File: config.mk
export PLATFORM = sky130hd
export DESIGN_NAME = wr_strobe_seq
export DESIGN_NICKNAME = d
export VERILOG_FILES = /design/src/rtl/wr_strobe_seq.sv
export SDC_FILE = /design/constraint.sdc
export NUM_CORES = 1
export LEC_CHECK = 0
export BUFFER_PORTS_ARGS = -buffer_cell sky130_fd_sc_hd__clkbuf_2
export CAP_MARGIN = 5
export CORE_MARGIN = 5
export CORE_UTILIZATION = 45
export DETAILED_ROUTE_END_ITERATION = 10
export PLACE_DENSITY = 0.71
export SETUP_SLACK_MARGIN = 0.15
export SLEW_MARGIN = 20
export SYNTH_ARGS = -nofsm -noshare
export SYNTH_HDL_FRONTEND = slang
export SYNTH_SLANG_ARGS = --single-unit
File: constraint.sdc
create_clock -name clk -period 1.9 [get_ports clk]
set_input_delay 0.285 -clock clk [delete_from_list [all_inputs] [get_ports clk]]
set_output_delay 0.285 -clock clk [all_outputs]
set_load 0.05 [all_outputs]
File: src/rtl/wr_strobe_seq.sv
module wr_strobe_seq #(
  parameter int AW  = 16,
  parameter int DW  = 16,
  parameter int WSW = 3
) (
  input  logic           clk,
  input  logic           rst_n,
  input  logic           req,
  input  logic [AW-1:0]  req_addr,
  input  logic [DW-1:0]  req_data,
  input  logic [WSW-1:0] req_wait,
  input  logic [1:0]     req_mode,
  input  logic           req_hold,
  output logic           ready,
  input  logic           ack,
  output logic           done,
  output logic           mem_cs_n,
  output logic           mem_we_n,
  output logic [AW-1:0]  mem_addr,
  output logic [DW-1:0]  mem_dout,
  output logic           mem_doe
);
  localparam int TW = WSW + 2;

  typedef enum logic [2:0] {IDLE, SETUP, STRB, RECOV, HOLDC} st_t;
  st_t st;

  logic [AW-1:0]  a_q;
  logic [DW-1:0]  d_q;
  logic [WSW-1:0] w_q;
  logic [1:0]     m_q;
  logic           h_q;
  logic           ack_m, ack_s;
  logic [TW-1:0]  tk;
  logic           ph, seen;
  logic [1:0]     asc;

  wire           ack_mode = (m_q != 2'd0);
  wire [WSW-1:0] wsel     = (m_q == 2'd1) ? '0 : w_q;
  wire [TW:0]    min_len  = {2'b00, wsel, 1'b0} + {{(TW-1){1'b0}}, 2'b10};
  wire [TW:0]    tk_n     = {1'b0, tk} + {{TW{1'b0}}, 1'b1};
  wire           last     = (tk_n >= min_len) && (!ack_mode || (seen && asc == 2'd3));

  always_ff @(posedge clk or negedge rst_n) begin
    if (!rst_n) begin
      ack_m <= 1'b0;
      ack_s <= 1'b0;
    end else begin
      ack_m <= ack;
      ack_s <= ack_m;
    end
  end

  always_ff @(posedge clk or negedge rst_n) begin
    if (!rst_n) begin
      st   <= IDLE;
      a_q  <= '0;
      d_q  <= '0;
      w_q  <= '0;
      m_q  <= '0;
      h_q  <= 1'b0;
      tk   <= '0;
      ph   <= 1'b0;
      seen <= 1'b0;
      asc  <= '0;
    end else begin
      case (st)
        IDLE: if (req) begin
          a_q <= req_addr;
          d_q <= req_data;
          w_q <= req_wait;
          m_q <= req_mode;
          h_q <= req_hold;
          st  <= SETUP;
        end
        SETUP: begin
          tk   <= '0;
          ph   <= 1'b0;
          seen <= 1'b0;
          asc  <= '0;
          st   <= STRB;
        end
        STRB: begin
          ph <= ~ph;
          if (tk != '1) tk <= tk + {{(TW-1){1'b0}}, 1'b1};
          if (!seen && !ph && ack_s) begin
            seen <= 1'b1;
            asc  <= 2'd1;
          end else if (seen && asc != 2'd3) begin
            asc <= asc + 2'd1;
          end
          if (last) st <= RECOV;
        end
        RECOV:   st <= h_q ? HOLDC : IDLE;
        default: st <= IDLE;
      endcase
    end
  end

  assign ready    = (st == IDLE);
  assign mem_cs_n = !(st == SETUP || st == STRB || st == RECOV);
  assign mem_we_n = (st != STRB);
  assign mem_doe  = (st == STRB) || (h_q && (st == RECOV || st == HOLDC));
  assign done     = (st == HOLDC) || (st == RECOV && !h_q);
  assign mem_addr = a_q;
  assign mem_dout = d_q;


  cs_lead_chk: assert property (@(posedge clk) disable iff (!rst_n)
    $fell(mem_we_n) |-> !$past(mem_cs_n));

  addr_hold_chk: assert property (@(posedge clk) disable iff (!rst_n)
    (!mem_cs_n && $past(!mem_cs_n)) |-> $stable(mem_addr));

  cs_trail_chk: assert property (@(posedge clk) disable iff (!rst_n)
    $rose(mem_we_n) |-> (!mem_cs_n ##1 mem_cs_n));

  data_cover_chk: assert property (@(posedge clk) disable iff (!rst_n)
    !mem_we_n |-> mem_doe);

  busy_idle_chk: assert property (@(posedge clk) disable iff (!rst_n)
    ready |-> (mem_cs_n && !mem_doe));

  done_pulse_chk: assert property (@(posedge clk) disable iff (!rst_n)
    done |=> (!done && ready));

  strobe_gap_chk: assert property (@(posedge clk) disable iff (!rst_n)
    $rose(mem_we_n) |=> mem_we_n);
endmodule

======== Word-level counts from Yosys, hierarchy flattened ========
Index checks and enable logic that the tools add are counted.
storage, ports and cells
  register bits ........................... 52
  input port bits ......................... 42
  output and inout port bits .............. 37
operators by class
  $add $sub $neg .......................... 4
  order comparisons ....................... 1
  equal/unequal tests ..................... 14
  mux-type cells .......................... 13
  bitwise gates (word level) .............. 1
  reductions and logical operators ........ 26
operators with widths
  operator               count
  $mux W3                4
  $pmux W3 S4            1
  $ne A2 B2 Y1 const B   5
  $pmux W5 S2            1
  $reduce_and A2 Y1      5
  $logic_and A1 B1 Y1    7
  $add A5 B1 Y6 const B  1
  $eq A3 B2 Y1 const B   2
  $ge A6 B5 Y1           1
  $logic_or A1 B1 Y1     6
  $add A4 B2 Y5 const B  1
  $add A5 B1 Y5 const B  1
  $logic_not A1 Y1       5
  $mux W5                1
  $ne A5 B5 Y1 const B   1
  $mux W2                2
  $pmux W1 S2            2
  $pmux W2 S2            1
  $reduce_bool A2 Y1     2
  $eq A3 B1 Y1 const B   1
  $eq A3 B3 Y1 const B   1
  $logic_not A3 Y1       1
  $ne A3 B2 Y1 const B   1
  $ne A3 B3 Y1 const B   1
  other kinds (5)        5

======== Depth between registers and ports, before layout ========
  depth in word-level cells ............... 7
  mapped depth ............................ 8
  depth with buffers taken out ............ 8

======== Worst setup path before layout ========
OpenSTA, ideal clock, no wires.
  path kind ............................... reg2out
  start point ............................. register st[1]
  end point ............................... output port mem_doe
  arrival ................................. 1.907 ns
  required time ........................... 1.615 ns
  setup slack ............................. -0.292 ns
  stages on the path, launching flop included .. 6
  buffers on the path ..................... 1
  path through ............................ dfrtp_1 buf_6 inv_1 nor2_1 nor2_1 o21ai_0
on the way
  longest elaborated chain between the ends .. 4
  elaborated cells between the ends (all ways) .. 6
  classes of those cells .................. eq/ne (3); reduce/logical (3)
ends and longest elaborated chain
  element                                              line  text
  start: declaration                                   26    st_t st;
  start signal: assignment                             94    RECOV: st <= h_q ? HOLDC : IDLE;
  $eq A3 B2 Y1 / $eq A3 B3 Y1 (equally long branches)  103   assign mem_doe = (st == STRB) || (h_q && (st == RECOV || st == HOLDC));
  $logic_or A1 B1 Y1                                   103
  $logic_and A1 B1 Y1                                  103
  $logic_or A1 B1 Y1 *                                 103
  end: declaration                                     21    output logic mem_doe
Mark *: on every way between the ends. The rest lies on a longest branch, timed or not.

======== Final worst setup path ========
  start point ............................. register tk[0]
  end point ............................... register st[0]
on the way
  longest elaborated chain between the ends .. 5
ends and longest elaborated chain
  element                             line  text
  start: declaration                  34    logic [TW-1:0] tk;
  start signal: assignment            85    if (tk != '1) tk <= tk + {{(TW-1){1'b0}}, 1'b1};
  $add A5 B1 Y6                       41    wire [TW:0] tk_n = {1'b0, tk} + {{TW{1'b0}}, 1'b1};
  $ge A6 B5 Y1                        42    wire last = (tk_n >= min_len) && (!ack_mode || (seen && asc == 2'd3));
  $logic_and A1 B1 Y1                 42
  $ne A2 B2 Y1 (no source line)       --
  $reduce_and A2 Y1 (no source line)  --
Every way passes these cells.
A chain may end at the register's enable or synchronous reset.

==> key figures <==
Floorplan
  – Top-level port count: 79
  – Die boundary width: 82.9 um
  – Core outline area: 5140 um^2
  – Vertical extent of the die: 82.9 um
  – Area of the die: 6870 um^2
  – Placement Rows: 26
  – Starting density of the core: 0.465

STA
  – Worst hold margin: 0.0846 ns
  – Final setup violating endpoints: 0
  – Final clock skew: 0.00638 ns
  – Final worst path period need: 1.77 ns
  – Sum Neg Setup Slack: 0 ns
  – RSZ-0062 raised after global routing: true
  – Portion of the clock cycle consumed by the worst path in the final layout: 0.930
  – Final-report hold violation count: 0
  – Tightest slew margin relative to the limit: 0.644
  – Final count of pins violating max slew: 0
  – Transition time at the pin with the least slew margin: 0.534 ns
  – Highest clock frequency the design can meet: 0.566 GHz

Route
  – Violation count after the first detailed-route iteration: 93
  – Post-route DRC: 0
  – Total Routed Length: 5.03 mm
  – Final ANT Viol Nets: 0
  – Detail-routed via count per cell: 5.02
  – Wire per inst: 14.2 um
  – Number of detailed-routing iterations run before antenna repair: 4
  – Via Count: 1,773

Cells and area
  – Area growth syn-to-layout: 33.0%
  – Final-stage net count: 331
  – Share of cells above drive strength 1: 0.565
  – Antenna diode count: 0
  – Post-Layout Cell Count: 353
  – Fillcell total: 442
  – Util after Layout: 0.618

Run
  – # Max-Cap Violations: 0

Clock tree
  – Depth of the CTS H-tree: 2
  – Number of buffers inserted during clock tree synthesis: 5
  – Clock tree sinks: 52
  – Max Root-Sink Buffers: 2
  – Clock latency on the worst-skew pair: 0.30 ns
  – CTS clk-pin slew, worst paths: 0.09 ns
  – Clock tree root driver cell: sky130_fd_sc_hd__clkbuf_8
  – CTS tree: built

Synthesis
  – Leading cell types by count after synthesis: sky130_fd_sc_hd__dfrtp_1 (52), sky130_fd_sc_hd__mux2_2 (29), sky130_fd_sc_hd__o21ai_0 (13)
  – Warning count from the yosys run: 0
  – Mean instance size in the synthesized netlist: 13.1 um^2
  – Mapped Cells: 183
  – Ranking of synthesized cells by area: sky130_fd_sc_hd__dfrtp_1 (54%), sky130_fd_sc_hd__mux2_2 (14%), sky130_fd_sc_hd__mux2_4 (5.0%)
  – Synth async-reset ratio: 1.00
  – Most numerous cell in the Yosys netlist: sky130_fd_sc_hd__dfrtp_1
  – Area of the mapped netlist: 2390 um^2
  – Share of the synthesized area in the top cell type: 0.545
  – Flop and latch count out of synthesis: 52
  – Yosys cell types: 40
  – Post-synth top area cell: sky130_fd_sc_hd__dfrtp_1
  – Number of nets produced by synthesis: 231
  – Most used DFF post-synth: sky130_fd_sc_hd__dfrtp_1
  – Sequential element share of the synthesized area: 0.545
  – Number of flops mapped to enable cells by yosys: 0

Critical path
  – Startpoint of the lowest-slack register-to-register path: tk[0]$_DFFE_PN0P_
  – Type of element capturing the critical path: flop
  – Launching element type of the critical path: flop
  – Worst EP required: 2.08 ns
  – Worst setup path category: reg2reg
  – Highest fanout seen on the critical path: 3
  – Count of cells along the worst register-to-register path: 8
  – Critical path origin: tk[0]$_DFFE_PN0P_
  – Critical Path AT: 1.95 ns

Global route
  – Vias in the first global route: 1,815
  – Total global routing track utilization: 0.145
  – Largest net degree at the start of global routing: 33
  – Antenna violations before repair: 0
  – Total grt overflow: 0
  – First-pass GRT wire length: 8.33 mm

Min path
  – Beginning of the worst hold path: ack
  – Path category of the worst min-delay check: in2reg
  – Count of cells along the worst hold path: 1

Place
  – Estimated wirelength of the detail-placed design: 3.76 mm
  – Routability cong.: 0.809
  – Total of buffers placed on input and output ports: 78
  – # placed instances: 336

Run status
  – Result of the run: completed
==> critical path: stages, from the launching register on <==
cell and delay [ns]:
sky130_fd_sc_hd__dfrtp_1 0.42, sky130_fd_sc_hd__ha_4 0.19, sky130_fd_sc_hd__and3_4 0.15, sky130_fd_sc_hd__ha_4 0.28
sky130_fd_sc_hd__ha_4 0.20, sky130_fd_sc_hd__a21oi_2 0.11, sky130_fd_sc_hd__o211ai_1 0.10, sky130_fd_sc_hd__a31oi_1 0.15
sky130_fd_sc_hd__a211oi_1 0.06
==> stage by stage <==
step	area (um^2)	setup slack (ns)
3_5_place_dp	2920	-0.0132
5_1_grt	3180	0.0408
6_report	3180	0.132
2_1_floorplan	2390	0.0191
3_3_place_gp	2920	0.0538
4_1_cts	3100	0.133
==> registers in the layout, summed over array words and instances (netlist names) <==
| register | flops |
|---|---|
| m_q | 2 |
| ack_m | 1 |
| tk | 5 |
| w_q | 3 |
| ph | 1 |
| mem_dout | 16 |
| ack_s | 1 |
| asc | 2 |
| seen | 1 |
| h_q | 1 |
| mem_addr | 16 |
| st | 3 |
==> final cells by class <==
class | count | area [um^2] | area share
multi-input cells | 117 | 1040 | 0.328
flip-flops and latches | 52 | 1300 | 0.410
repair buffers | 102 | 634 | 0.200
well taps | 70 | 87.6 | 0.0276
clock buffers | 6 | 82.6 | 0.0260
clock inverters | 1 | 8.76 | 0.00276
inverters | 5 | 21.3 | 0.00669
==> cell usage in the layout, fill, tap and decap left out, types with 2 or more instances in the layout <==
master                      n
sky130_fd_sc_hd__buf_4     21
sky130_fd_sc_hd__buf_6      2
sky130_fd_sc_hd__buf_12     3
sky130_fd_sc_hd__and3_1     2
sky130_fd_sc_hd__clkbuf_8   7
sky130_fd_sc_hd__nand3_1    2
sky130_fd_sc_hd__nor2_1     7
sky130_fd_sc_hd__a22oi_1    4
sky130_fd_sc_hd__mux2_2    29
sky130_fd_sc_hd__a31oi_1    2
sky130_fd_sc_hd__dfrtp_1   51
sky130_fd_sc_hd__o21ai_1    2
sky130_fd_sc_hd__clkbuf_2  74
sky130_fd_sc_hd__nor2b_1    2
sky130_fd_sc_hd__ha_4       3
sky130_fd_sc_hd__mux2_4     8
sky130_fd_sc_hd__a21oi_1    4
sky130_fd_sc_hd__xor2_1     2
sky130_fd_sc_hd__ha_1       3
sky130_fd_sc_hd__xnor2_1    3
sky130_fd_sc_hd__inv_1      4
sky130_fd_sc_hd__o21ai_0   12
sky130_fd_sc_hd__nand2_1    9
==> logic make-up (layout without fill, tap and decap cells) <==
family / after synthesis / in the layout / synth area share
muxes: 38 / 38 / 0.191
AOI/OAI and AO/OA: 35 / 35 / 0.0922
buffers and inverters: 14 / 114 / 0.0466
xor gates and xnor gates: 5 / 5 / 0.0183
DFF: 52 / 52 / 0.545
adders and majority gates: 6 / 6 / 0.0314
and+or+nand+nor: 33 / 33 / 0.0759
==> what timing repair did <==
item                                    4_1_cts  5_1_grt
hold buffers                                  1        0
pin swaps                                     3        1
hold endpoints to repair                     20        0
endpoints found under the setup margin        5        7
resized for setup                            12       10
buffers inserted                              3        6
==> worst paths after layout <==
kind	endpoint	slack (ns)
worst max-delay path	st[0]$_DFFE_PN0P_	0.13
worst min-delay path	ack_m$_DFF_PN0_	0.08
worst max register to register	st[0]$_DFFE_PN0P_	0.13
worst min register to register	ack_s$_DFF_PN0_	0.37
max in group asynchronous	st[2]$_DFFE_PN0P_	0.84
min in group asynchronous	mem_addr[10]$_DFFE_PN0P_	0.48
==> routing by layer <==
layer	GRT usage	vias up	wire, um
met3	0.0614	6	507
met5	0	-	0
li1	-	856	-
met4	0.0416	0	44
met1	0.188	834	2200
met2	0.222	77	2270
Power is not shown: default switching activity piles up to over one toggle a cycle in this logic, so the estimate is an artifact.
